File: src/rtl/dxs_pkg.sv
package dxs_pkg;

  typedef enum logic [1:0] {
    XM_PLAIN = 2'd0,
    XM_TI64  = 2'd1,
    XM_WIDE  = 2'd2
  } xmode_e;

  localparam int CB_TI64 = 1;
  localparam int CB_VAR  = 2;
  localparam int CNT_W   = 24;
  localparam int SEL_LSB = 24;
  localparam int SEL_W   = 5;

  function automatic xmode_e mode_of(input logic ti64_bit, input logic var_bit);
    if (ti64_bit && var_bit) return XM_WIDE;
    if (ti64_bit)            return XM_TI64;
    return XM_PLAIN;
  endfunction

  function automatic logic [CNT_W-1:0] count_of(input logic [31:0] w0);
    return w0[CNT_W-1:0];
  endfunction

  function automatic logic [SEL_W-1:0] sel_of(input logic [31:0] w0);
    return w0[SEL_LSB +: SEL_W];
  endfunction

  function automatic logic [31:0] wide_hi_of(input logic [31:0] w0);
    return {24'h0, w0[31:24]};
  endfunction

  function automatic logic [31:0] fallback_hi(input logic [31:0] dyn_w,
                                              input logic [31:0] stat_w);
    if (dyn_w != 32'h0)  return dyn_w;
    if (stat_w != 32'h0) return stat_w;
    return 32'h0;
  endfunction

endpackage

File: src/rtl/dxs_mode_dec.sv
module dxs_mode_dec
  import dxs_pkg::*;
(
  input  logic   ti64_bit_i,
  input  logic   var_bit_i,
  output xmode_e mode_o,
  output logic   ext_on_o
);

  assign mode_o   = mode_of(ti64_bit_i, var_bit_i);
  assign ext_on_o = (mode_o != XM_PLAIN);

endmodule

File: src/rtl/dxs_sel_mux.sv
module dxs_sel_mux #(
  parameter int W        = 32,
  parameter int SCR_N    = 18,
  parameter int SCR_BASE = 2,
  parameter int NSCR_SEL = 16,
  parameter int NSEG     = 6,
  parameter int SEL_W    = 5
) (
  input  logic [SEL_W-1:0]    sel_i,
  input  logic [SCR_N*W-1:0]  scratch_i,
  input  logic [NSEG*W-1:0]   seg_i,
  output logic [W-1:0]        word_o,
  output logic                illegal_o
);

  localparam int TBL_N    = 1 << SEL_W;
  localparam int LAST_SEL = NSCR_SEL + NSEG - 1;

  logic [W-1:0] tbl   [TBL_N];
  logic         valid [TBL_N];

  for (genvar k = 0; k < TBL_N; k++) begin : g_ent
    if (k < NSCR_SEL && (SCR_BASE + k) < SCR_N) begin : g_scr
      assign tbl[k]   = scratch_i[(SCR_BASE + k)*W +: W];
      assign valid[k] = 1'b1;
    end else if (k >= NSCR_SEL && k <= LAST_SEL) begin : g_seg
      assign tbl[k]   = seg_i[(k - NSCR_SEL)*W +: W];
      assign valid[k] = 1'b1;
    end else begin : g_none
      assign tbl[k]   = '0;
      assign valid[k] = 1'b0;
    end
  end

  assign word_o    = valid[sel_i] ? tbl[sel_i] : '0;
  assign illegal_o = !valid[sel_i];

endmodule

File: src/rtl/dxs_hold_regs.sv
module dxs_hold_regs #(
  parameter int W     = 32,
  parameter int CNT_W = 24
) (
  input  logic             clk,
  input  logic             rst_n,
  input  logic             load_i,
  input  logic [W-1:0]     lo_d,
  input  logic [W-1:0]     hi_d,
  input  logic [CNT_W-1:0] cnt_d,
  input  logic             bad_d,
  output logic [W-1:0]     lo_q,
  output logic [W-1:0]     hi_q,
  output logic [CNT_W-1:0] cnt_q,
  output logic             bad_q
);

  always_ff @(posedge clk or negedge rst_n) begin
    if (!rst_n) begin
      lo_q  <= '0;
      hi_q  <= '0;
      cnt_q <= '0;
      bad_q <= 1'b0;
    end else begin
      bad_q <= load_i && bad_d;
      if (load_i) begin
        lo_q  <= lo_d;
        hi_q  <= hi_d;
        cnt_q <= cnt_d;
      end
    end
  end

endmodule

File: src/rtl/dma_hiaddr_sel.sv
module dma_hiaddr_sel
  import dxs_pkg::*;
#(
  parameter int W        = 32,
  parameter int SCR_N    = 18,
  parameter int SCR_BASE = 2
) (
  input  logic             clk,
  input  logic             rst_n,
  input  logic [7:0]       ctl_i,
  input  logic             load_i,
  input  logic [31:0]      desc_w0_i,
  input  logic [W-1:0]     desc_lo_i,
  input  logic [SCR_N*W-1:0] scratch_i,
  input  logic [W-1:0]     mm_rd_seg_i,
  input  logic [W-1:0]     mm_wr_seg_i,
  input  logic [W-1:0]     fetch_seg_i,
  input  logic [W-1:0]     dsa_rel_seg_i,
  input  logic [W-1:0]     stat_mv_seg_i,
  input  logic [W-1:0]     dyn_mv_seg_i,
  output logic [2*W-1:0]   addr_o,
  output logic [CNT_W-1:0] byte_cnt_o,
  output logic             sel_err_o,
  output logic [W-1:0]     ext_hi_o
);

  localparam int NSEG = 6;

  // Control bits outside the mode pair play no part here.
  logic unused_ctl;
  assign unused_ctl = ^{ctl_i[7:3], ctl_i[0]};

  xmode_e mode;
  logic   ext_on;

  dxs_mode_dec u_dec (
    .ti64_bit_i (ctl_i[CB_TI64]),
    .var_bit_i  (ctl_i[CB_VAR]),
    .mode_o     (mode),
    .ext_on_o   (ext_on)
  );

  logic [SEL_W-1:0] sel;
  logic [W-1:0]     sel_word;
  logic             sel_illegal;
  logic [NSEG*W-1:0] seg_bus;

  assign sel     = sel_of(desc_w0_i);
  assign seg_bus = {dyn_mv_seg_i, stat_mv_seg_i, dsa_rel_seg_i,
                    fetch_seg_i, mm_wr_seg_i, mm_rd_seg_i};

  dxs_sel_mux #(
    .W        (W),
    .SCR_N    (SCR_N),
    .SCR_BASE (SCR_BASE),
    .NSCR_SEL (16),
    .NSEG     (NSEG),
    .SEL_W    (SEL_W)
  ) u_mux (
    .sel_i     (sel),
    .scratch_i (scratch_i),
    .seg_i     (seg_bus),
    .word_o    (sel_word),
    .illegal_o (sel_illegal)
  );

  // Named events for the checks below.
  logic         bad_evt;
  logic [W-1:0] hi_next;

  assign bad_evt = (mode == XM_TI64) && sel_illegal;

  always_comb begin
    unique case (mode)
      XM_WIDE: hi_next = wide_hi_of(desc_w0_i);
      XM_TI64: hi_next = sel_word;
      default: hi_next = '0;
    endcase
  end

  logic [W-1:0] lo_q;

  dxs_hold_regs #(.W(W), .CNT_W(CNT_W)) u_hold (
    .clk    (clk),
    .rst_n  (rst_n),
    .load_i (load_i),
    .lo_d   (desc_lo_i),
    .hi_d   (hi_next),
    .cnt_d  (count_of(desc_w0_i)),
    .bad_d  (bad_evt),
    .lo_q   (lo_q),
    .hi_q   (ext_hi_o),
    .cnt_q  (byte_cnt_o),
    .bad_q  (sel_err_o)
  );

  assign addr_o = {ext_on ? ext_hi_o : fallback_hi(dyn_mv_seg_i, stat_mv_seg_i), lo_q};

  AST_CNT_CAPTURE: assert property (@(posedge clk) disable iff (!rst_n)
    load_i |=> byte_cnt_o == $past(desc_w0_i[23:0]));

  AST_WIDE_BYTE: assert property (@(posedge clk) disable iff (!rst_n)
    (load_i && ctl_i[1] && ctl_i[2]) |=> ext_hi_o[31:8] == 24'h0);

  AST_ERR_AFTER_LOAD: assert property (@(posedge clk) disable iff (!rst_n)
    sel_err_o |-> $past(load_i));

  AST_ERR_ZERO_HI: assert property (@(posedge clk) disable iff (!rst_n)
    sel_err_o |-> ext_hi_o == '0);

  AST_HOLD_NO_LOAD: assert property (@(posedge clk) disable iff (!rst_n)
    !load_i |=> ($stable(ext_hi_o) && $stable(byte_cnt_o) && $stable(addr_o[W-1:0])));

  AST_PLAIN_ZERO: assert property (@(posedge clk) disable iff (!rst_n)
    (load_i && !ctl_i[1]) |=> ext_hi_o == '0);

endmodule

File: config.mk
export PLATFORM = sky130hd
export DESIGN_NAME = dma_hiaddr_sel
export DESIGN_NICKNAME = d
export VERILOG_FILES = /design/src/rtl/dxs_pkg.sv /design/src/rtl/dxs_mode_dec.sv /design/src/rtl/dxs_sel_mux.sv /design/src/rtl/dxs_hold_regs.sv /design/src/rtl/dma_hiaddr_sel.sv
export SDC_FILE = /design/constraint.sdc
export NUM_CORES = 1
export LEC_CHECK = 0
export BUFFER_PORTS_ARGS = -buffer_cell sky130_fd_sc_hd__buf_2
export CAP_MARGIN = 10
export CELL_PAD_IN_SITES_DETAIL_PLACEMENT = 1
export CELL_PAD_IN_SITES_GLOBAL_PLACEMENT = 2
export CORE_AREA = 2 2 375 377
export DETAILED_ROUTE_END_ITERATION = 8
export DIE_AREA = 0 0 377 379
export PLACE_DENSITY = 0.45
export SYNTH_ARGS = -nofsm -noshare
export SYNTH_HDL_FRONTEND = slang
export SYNTH_SLANG_ARGS = --single-unit
File: constraint.sdc
create_clock -name clk -period 2.8 [get_ports clk]
set_input_delay 0.7 -clock clk [delete_from_list [all_inputs] [get_ports clk]]
set_output_delay 0.7 -clock clk [all_outputs]
set_load 0.02 [all_outputs]
==> impl_metrics.ini, run 1 <==
[outcome]
status = complete, but fails checks
violations = setup timing

[floorplan]
die_h_um = 379
die_x_um = 377
ios = 964
core_area_sq_mm = 0.139
start_util_pct = 6.92
num_rows = 137
dieArea_sq_mm = 0.143

[grt]
grt_pass1_vias = 13200
grt_first_pass_wirelength_um = 126000
grt_max_degree = 49
grt_usage_pct = 13.4
overflow = 0
antenna_found_initial = 60

[timing]
setup_ws_ns = -0.614
fin_crit_sh_pct = 122
worst_pin_slew_ns = 1.12
setup_viol_count_final = 32
slew_headroom_pct = 24.4
holdWs_ns = 0.256
rsz0062_at_grt = yes
drv_slew = 0
period_needed_ns = 3.41
fmaxAchievable_ghz = 0.293
skew_ns = 0
final-hold-violation-count = 0

[clock_network]
clk_pin_slew_ns = 0.09
cts_tree = done
numCtsBuffers = 9
numClockSinks = 89
clk_latency_ns = 0.41
htreeDepth = 3
clock_tree.buffer_depth = 2
clock-root-buffer = clkbuf_16

[yosys]
yosysUniqueCellTypes = 41
synth_xor_area_share_pct = 0
synth-seq-area-share_pct = 23.2
yosys.area_share.simple_pct = 5.86
synthMuxAreaShare_pct = 51.9
synth_compound_area_share_pct = 13.0
synth_area_sq_mm = 0.00960
postSynthCellCount = 824
synth_top_family_by_area = multiplexers
synth_area_leaders = mux4_2 (35%), dfrtp_1 (23%), mux2i_1 (10%), mux2_2 (6.9%), o22ai_1 (2.3%)
synth.top_cell.area_share_pct = 34.7
yosys.area.top_type = mux4_2
syn_avg_cell_area_sq_um = 11.7
yosys.area_share.adder_pct = 0
synth_nets = 1667
ys_warn_count = 0
synth-seq-cells = 89

[pwr]
p_clk_share_pct = 25.3
switching_power_mw = 2.36
p_int_mw = 3.35
power.density_mw_per_mm2 = 310
cellLeakagePower_nw = 8.31
comb_power_share_pct = 48.5
power_mw = 5.71
irDropWorstVdd_uv = 279
swShare_pct = 41.3
seqPwrFrac_pct = 26.3

[detailed_routing]
drc = 0
wl_um = 100000
wl_per_cell_um = 27.6
drt_iter0_drc = 626
first_pass_iters = 4
via_per_inst = 3.39
detail-route-antenna-nets = 0
vias = 12300

[setup_path]
crit_path_end_kind = primary output
worst_ep_arrival_time_ns = 2.71
crit_fanout = 7
worstRegToRegCells = 2
crit_type = primary input to primary output
crit_start = dyn_mv_seg_i[6]
start_kind = primary input
r2r-start = u_hold.hi_q[8]$_DFFE_PN0P_
required_ns = 2.10

[finish]
layout-drive-gt1-share_pct = 74.0
nFillCells = 16500
layout.nets = 2658
syn2layout_area_growth_pct = 91.6
instances_no_fill = 3635
final_util_pct = 13.3

[min_path]
hold_class = primary input to asynchronous set/reset pin

[placement]
place_congestion = 0.823
place_ws_ns = -1.31
hpwl_um = 88400
portBuffers = 893
dp_cells = 3606

[run]
drv_cap = 0
==> per-stage QoR <==
step	cell area (sq um)	TNS [ns]
2_1_floorplan	9600	0
3_3_place_gp	17500	-45.92
3_5_place_dp	17500	-37.03
4_1_cts	18200	-16.50
5_1_grt	18400	-19.19
6_report	18400	-17.74
==> cell type report <==
class | instances | area, sq um | share of cell area (%)
inverters | 30 | 113 | 0.612
flip-flops and latches | 89 | 2230 | 12.1
clock buffers | 9 | 225 | 1.22
clock inverters | 7 | 71.3 | 0.388
multi-input cells | 614 | 7190 | 39.1
well taps | 1807 | 2260 | 12.3
diodes | 8 | 20.0 | 0.109
repair buffers | 1071 | 6300 | 34.2
==> registers in the layout (all words and copies together), names as in the netlist <==
register      cells
u_hold.hi_q      32
u_hold.lo_q      32
u_hold.cnt_q     24
u_hold.bad_q      1
==> cell usage in the layout, fill, tap and decap left out, types with 7 or more instances in the layout <==
cell type,Yosys,layout
a21oi_1,42,18
mux2_2,59,59
nor4_1,16,8
o21ai_2,0,16
dfrtp_1,89,89
mux4_2,148,148
nand2_1,54,54
nor4_4,0,7
buf_4,16,176
nor2_1,11,11
a21oi_4,0,14
o21ai_0,9,8
o21ai_1,31,16
diode_2,0,8
buf_6,5,21
o22ai_1,35,35
a21oi_2,1,11
o2111ai_1,8,8
nand3_1,10,10
nor2b_1,12,12
a22oi_1,22,22
mux2i_1,99,99
buf_2,17,849
o221ai_1,22,22
inv_1,30,29
clkbuf_16,0,10
buf_12,0,19
==> power by group through the flow <==
stage	logic (mW)	registers, mW	clock network (mW)
2_1_floorplan	0.996	1.63	0
3_3_place_gp	2.75	1.53	0
3_5_place_dp	2.75	1.53	0
4_1_cts	2.83	1.51	1.56
5_1_grt	2.98	1.52	1.57
6_report	2.77	1.50	1.44
==> timing repair <==
item / 4_1_cts / 5_1_grt
hold buffers: 0 / 0
buffers inserted: 1 / 2
endpoints found under the setup margin: 32 / 32
gates cloned: 1 / 1
gates resized for setup: 92 / 41
pin swaps: 19 / 36
==> routing by layer <==
layer | routed length (um) | part of all wire [%] | GRT usage, %
met5 | 191 | 0.19 | 0
met4 | 1560 | 1.6 | 2.42
met3 | 7200 | 7.2 | 4.06
met2 | 50000 | 50 | 23.3
met1 | 41500 | 41 | 16.3
==> cells in the mapped netlist, drive strengths merged <==
cell,count
nand2,54
nor3b,2
and3b,1
buf,48
a221o,5
a22oi,22
o31a,1
nor4,16
mux2i,99
a21oi,43
a211o,2
nand2b,2
nand4,2
dfrtp,89
clkbuf,43
nor2b,12
o31ai,2
inv,30
or3,1
a211oi,2
nand3b,2
o21a,2
a32oi,1
o22ai,35
o21ai,40
nand3,10
a21o,4
o2111ai,8
a2111oi,2
mux2,59
mux4,148
a22o,1
o221ai,22
nor2,11
and4,2
and2,1
==> path summary, 6_finish.rpt <==
path                                                end  slack, ns
setup / recovery                             addr_o[52]      -0.61
hold / removal              u_hold.lo_q[24]$_DFFE_PN0P_       0.26
setup reg to reg             u_hold.hi_q[8]$_DFFE_PN0P_       1.41
hold reg to reg            u_hold.cnt_q[22]$_DFFE_PN0P_       0.50
max in group asynchronous   u_hold.hi_q[25]$_DFFE_PN0P_       1.82
min in group clk            u_hold.cnt_q[6]$_DFFE_PN0P_       0.50
==> worst max-delay path, cell delays in order <==
cell,delay [ns]
buf_8,0.10
nor4_4,0.54
buf_6,0.20
nand4_1,0.12
a211oi_4,0.24
buf_6,0.18
buf_12,0.14
buf_4,0.12
a21oi_4,0.05
o21ai_2,0.16
buf_6,0.14
==> cell families (layout without fill, tap and decap cells) <==
logic type | count (synthesis) | in the layout
buffers and inverters | 121 | 1117
other | 0 | 8
DFF | 89 | 89
and+or+nand+nor | 116 | 116
AOI/OAI and AO/OA | 192 | 192
muxes | 306 | 306
No activity file was read; power rests on OpenSTA's default activity.
==> run 2, diff against run 1 <==
--- a/config.mk
+++ b/config.mk
@@ -12,7 +12,7 @@
 export CORE_AREA = 2 2 375 377
 export DETAILED_ROUTE_END_ITERATION = 8
 export DIE_AREA = 0 0 377 379
-export PLACE_DENSITY = 0.45
+export PLACE_DENSITY = 0.44
 export SYNTH_ARGS = -nofsm -noshare
 export SYNTH_HDL_FRONTEND = slang
 export SYNTH_SLANG_ARGS = --single-unit
==> run 2 against run 1 <==
  * The flow still finishes with violations (setup timing)
  * Critical path depth is 2 lower
  * Clock-buffer cell count is 2 higher
  * Routed wire length is 1.8% higher
  * Clock skew stayed put
  * Sequential power hardly changed
  * Die area stayed put
  * First-iteration DRC count is 0.64% lower
  * Final cell count is 0.14% higher
  * Fmax is 0.26% higher
  * Setup slack better by 0.0087 ns
  * Utilization is 0.24 points lower
  * Critical path type unchanged
  * Highest routed layer unchanged
==> impl_metrics.ini, run 2 (synthesized netlist as in run 1, its figures left out) <==
[floorplan]
dieArea_sq_mm = 0.143
num_rows = 137
die_h_um = 379
ios = 964
die_x_um = 377
start_util_pct = 6.92
core_area_sq_mm = 0.139

[clock_network]
clock-root-buffer = clkbuf_16
clk_pin_slew_ns = 0.07
clock_tree.buffer_depth = 2
clk_latency_ns = 0.41
numCtsBuffers = 9
numClockSinks = 89
htreeDepth = 3
cts_tree = done

[setup_path]
r2r-start = u_hold.hi_q[8]$_DFFE_PN0P_
worst_ep_arrival_time_ns = 2.71
crit_path_max_incr_delay_ns = 0.44
crit_path_end_kind = primary output
crit_start = dyn_mv_seg_i[6]
crit_type = primary input to primary output
crit_fanout = 14
worst_path_max_delay_cell = nor4_4
cpLargestDelayFamily = buffers and inverters
required_ns = 2.10
cp_cell_sequence = buf_8 -> nor4_4 -> buf_4 -> nand4_1 -> a211oi_4 -> buf_12 -> a21oi_1 -> o21ai_2 -> buf_6
worst-path-buf-inv = 4
start_kind = primary input

[grt]
grt_usage_pct = 13.7
overflow = 0
antenna_found_initial = 63
grt_first_pass_wirelength_um = 128000
grt_max_degree = 73
grt_pass1_vias = 13400

[pwr]
power_mw = 5.71
irDropWorstVdd_uv = 313
switching_power_mw = 2.29
p_int_mw = 3.41
swShare_pct = 40.2
comb_power_share_pct = 47.9
cellLeakagePower_nw = 8.22
seqPwrFrac_pct = 26.3
p_clk_share_pct = 25.8
power.density_mw_per_mm2 = 316

[run]
drv_cap = 0

[timing]
setup_ws_ns = -0.605
holdWs_ns = 0.229
setup_viol_count_final = 32
skew_ns = 0
period_needed_ns = 3.41
drv_slew = 0
fmaxAchievable_ghz = 0.294
rsz0062_at_grt = yes
worst_pin_slew_ns = 0.777
final-hold-violation-count = 0
fin_crit_sh_pct = 122
slew_headroom_pct = 47.8

[outcome]
status = complete, but fails checks
violations = setup timing

[finish]
nFillCells = 16500
layout.nets = 2654
mostFrequentLayoutCells = buf_2 (852), buf_4 (181), mux4_2 (148)
reg.largest.list = u_hold.hi_q: 32 flops, u_hold.lo_q: 32 flops, u_hold.cnt_q: 24 flops
multi_input_area_sq_mm = 0.00694
instances_no_fill = 3640
syn2layout_area_growth_pct = 88.1
final_common_cell = buf_2
regArea_sq_mm = 0.00223
layout-drive-gt1-share_pct = 72.5

[min_path]
hold_class = primary input to asynchronous set/reset pin

[placement]
portBuffers = 893
dp_cells = 3604
hpwl_um = 91500
place_congestion = 0.806

[detailed_routing]
drc = 0
drt_iter0_drc = 622
first_pass_iters = 5
wl_per_cell_um = 28.1
via_per_inst = 3.37
detail-route-antenna-nets = 0
wl_um = 102000
vias = 12300
-- run 2: worst reg2reg max path: stages (launching register included) --
cell	delay [ns]
dfrtp_1	0.54
a22oi_1	0.44
o221ai_1	0.30
-- run 2: layout make-up --
cell class                      instances  area share (%)
Tap cell                             1807            12.5
Clock buffer                           11            1.34
Sequential cell                        89            12.3
Clock inverter                          5           0.353
Inverter                               30           0.623
Antenna cell                           17           0.235
Timing Repair Buffer                 1067            34.2
Multi-Input combinational cell        614            38.4
-- run 2: final timing paths --
kind	to	slack [ns]	cells past startpoint
max in group asynchronous	u_hold.lo_q[23]$_DFFE_PN0P_	1.90	2
max reg2reg	u_hold.hi_q[8]$_DFFE_PN0P_	1.33	2
max	addr_o[51]	-0.61	9
min	u_hold.cnt_q[19]$_DFFE_PN0P_	0.23	1
min reg2reg	u_hold.cnt_q[13]$_DFFE_PN0P_	0.51	1
min in group clk	u_hold.cnt_q[13]$_DFFE_PN0P_	0.51	1
-- run 2: what timing repair did --
| item | CTS | global route |
|---|---|---|
| endpoints found under the setup margin | 32 | 32 |
| pin swaps | 6 | 16 |
| resized for setup | 53 | 23 |
| setup buffers | 3 | 0 |
| hold buffers | 0 | 0 |
-- run 2: stage by stage --
step	TNS, ns	utilization [%]	setup WS [ns]	cell area, sq um
CTS	-16.68	12.9	-0.589	17900
global placement	-35.88	12.6	-1.31	17400
detailed placement	-36.45	12.6	-1.34	17400
floorplan	0	-	0.00355	9600
finish	-17.01	13.0	-0.605	18100
global route	-20.38	13.0	-0.702	18000
-- run 2: layer usage --
layer	up-vias	wire length, um	share of wire (%)	track usage [%]
met2	624	48800	48	22.7
met3	131	9010	8.8	4.87
li1	5369	-	-	-
met5	-	209	0.20	0
met4	36	2030	2.0	3.31
met1	6095	42100	41	16.7
-- run 2: power groups by stage --
stage                     clock network, mW  registers, mW  logic, mW
final                                  1.47           1.50       2.74
after global routing                   1.61           1.52       2.95
after CTS                              1.59           1.50       2.81
after detailed placement                  0           1.53       2.77
after global placement                    0           1.53       2.76
after floorplan                           0           1.63      0.996
==> run 3, diff against run 2 <==
--- a/config.mk
+++ b/config.mk
@@ -8,11 +8,11 @@
 export BUFFER_PORTS_ARGS = -buffer_cell sky130_fd_sc_hd__buf_2
 export CAP_MARGIN = 10
 export CELL_PAD_IN_SITES_DETAIL_PLACEMENT = 1
-export CELL_PAD_IN_SITES_GLOBAL_PLACEMENT = 2
-export CORE_AREA = 2 2 375 377
+export CELL_PAD_IN_SITES_GLOBAL_PLACEMENT = 1
+export CORE_AREA = 2 2 379 381
 export DETAILED_ROUTE_END_ITERATION = 8
-export DIE_AREA = 0 0 377 379
-export PLACE_DENSITY = 0.44
+export DIE_AREA = 0 0 381 383
+export PLACE_DENSITY_LB_ADDON = 0.1
 export SYNTH_ARGS = -nofsm -noshare
 export SYNTH_HDL_FRONTEND = slang
 export SYNTH_SLANG_ARGS = --single-unit
==> run 3 against run 2 <==
  * The flow still finishes with violations (setup timing)
  * Final area grew 1.3%
  * Sequential cell count unchanged
  * Critical path depth rose by 2
  * Non-clock buffer count rose by 4
  * Total power down 3.3%
  * Sequential power about the same
  * Routed wire length down 9.4%
  * First-iteration DRC count decreased by 38%
  * Via count down 1.3%
  * Clock power is 8% lower
  * Clock skew did not move
  * Setup slack gained 0.14 ns
  * Largest power group unchanged
  * Highest routed layer unchanged
==> impl_metrics.ini, run 3 (synthesized netlist as in run 1, its figures left out) <==
[outcome]
status = complete, but fails checks
violations = setup timing

[clock_network]
cts_tree = done
clk_latency_ns = 0.39
htreeDepth = 3
clock-root-buffer = clkbuf_16
numCtsBuffers = 9
postCtsHoldBufs = 0
clk_pin_slew_ns = 0.08
numClockSinks = 89
clock_tree.buffer_depth = 2

[floorplan]
ios = 964
die_h_um = 383
num_rows = 139
start_util_pct = 6.75
die_x_um = 381
core_area_sq_mm = 0.142
dieArea_sq_mm = 0.146

[setup_path]
crit_fanout = 7
worstRegToRegCells = 3
required_ns = 2.10
crit_type = primary input to primary output
crit_path_end_kind = primary output
start_kind = primary input
worst_ep_arrival_time_ns = 2.56

[finish]
layout.nets = 2658
final_common_cell = buf_2
postLayoutCellArea_sq_mm = 0.0183
final_util_pct = 12.9
reg.largest.list = u_hold.hi_q: 32 flops, u_hold.lo_q: 32 flops, u_hold.cnt_q: 24 flops
syn2layout_area_growth_pct = 90.5
mostFrequentLayoutCells = buf_2 (851), buf_4 (184), mux4_2 (148)
layout-drive-gt1-share_pct = 72.8

[timing]
worst_pin_slew_ns = 0.803
tns_ns = -13.17
skew_ns = 0
fmaxAchievable_ghz = 0.306
final-hold-violation-count = 0
setup_ws_ns = -0.463
setup_viol_count_final = 32
period_needed_ns = 3.26
fin_crit_sh_pct = 117
drv_slew = 0
holdWs_ns = 0.169
slew_headroom_pct = 46.5
rsz0062_at_grt = yes

[detailed_routing]
first_pass_iters = 5
wl_per_cell_um = 24.8
wl_um = 92600
vias = 12100
drc = 0
via_per_inst = 3.23
detail-route-antenna-nets = 0
drt_iter0_drc = 387

[grt]
grt_first_pass_wirelength_um = 122000
grt_max_degree = 73
grt_usage_pct = 12.3
antenna_found_initial = 49
grt_pass1_vias = 14000
overflow = 0

[pwr]
power_mw = 5.52
seqPwrFrac_pct = 27.2
p_int_mw = 3.32
p_clk_share_pct = 24.5
switching_power_mw = 2.20
swShare_pct = 39.8
power.density_mw_per_mm2 = 302
irDropWorstVdd_uv = 228
cellLeakagePower_nw = 8.26
comb_power_share_pct = 48.3

[run]
drv_cap = 0

[placement]
hpwl_um = 81800
portBuffers = 893
place_area_sq_mm = 0.0176
place_congestion = 0.813

[min_path]
hold_class = primary input to asynchronous set/reset pin
[run 3: final timing paths]
kind	start	to	slack (ns)
worst max-delay path	dyn_mv_seg_i[8]	addr_o[59]	-0.46
worst min-delay path	rst_n	u_hold.lo_q[8]$_DFFE_PN0P_	0.17
worst max register to register	u_hold.hi_q[9]$_DFFE_PN0P_	u_hold.hi_q[9]$_DFFE_PN0P_	1.30
worst min register to register	u_hold.lo_q[4]$_DFFE_PN0P_	u_hold.lo_q[4]$_DFFE_PN0P_	0.50
max in group asynchronous	rst_n	u_hold.hi_q[21]$_DFFE_PN0P_	1.90
min in group clk	u_hold.lo_q[4]$_DFFE_PN0P_	u_hold.lo_q[4]$_DFFE_PN0P_	0.50
[run 3: power by group through the flow]
stage                     Clock, mW  Sequential (mW)  Combinational, mW
after floorplan                   0             1.63              0.996
after global placement            0             1.53               2.71
after detailed placement          0             1.53               2.71
after CTS                      1.48             1.51               2.76
after global routing           1.50             1.53               2.90
final                          1.35             1.50               2.67
[run 3: through the flow]
step	setup WS, ns	std cells
after floorplan	0.00355	824
after global placement	-1.22	3705
after detailed placement	-1.18	3705
after CTS	-0.523	3723
after global routing	-0.535	3732
final	-0.463	3739
[run 3: critical path, stage by stage]
cell      delay (ns)
buf_8           0.10
nor4_4          0.45
buf_6           0.18
nand4_1         0.13
a211oi_4        0.23
buf_6           0.14
buf_12          0.15
buf_12          0.12
a21oi_4         0.04
o21ai_1         0.12
buf_4           0.17
[run 3: timing repair]
item | 4_1_cts | 5_1_grt
endpoints found under the hold margin | 0 | 0
setup endpoints to repair | 32 | 32
setup buffers | 2 | 1
resized for setup | 60 | 34
pin swaps | 9 | 19
[run 3: area by class of cell]
class                           count  area (sq um)
Multi-Input combinational cell    614          7020
Antenna cell                       16          40.0
Clock inverter                      6          47.5
Inverter                           30           113
Tap cell                         1903          2380
Fill cell                       16900        124000
Timing Repair Buffer             1071          6240
Clock buffer                       10           229
Sequential cell                    89          2230
[run 3: layer usage]
layer | wire length (um) | global-route usage, %
met5 | 177 | 0
met4 | 1200 | 2.11
met3 | 5570 | 3.21
met2 | 48200 | 22.2
met1 | 37400 | 14.6
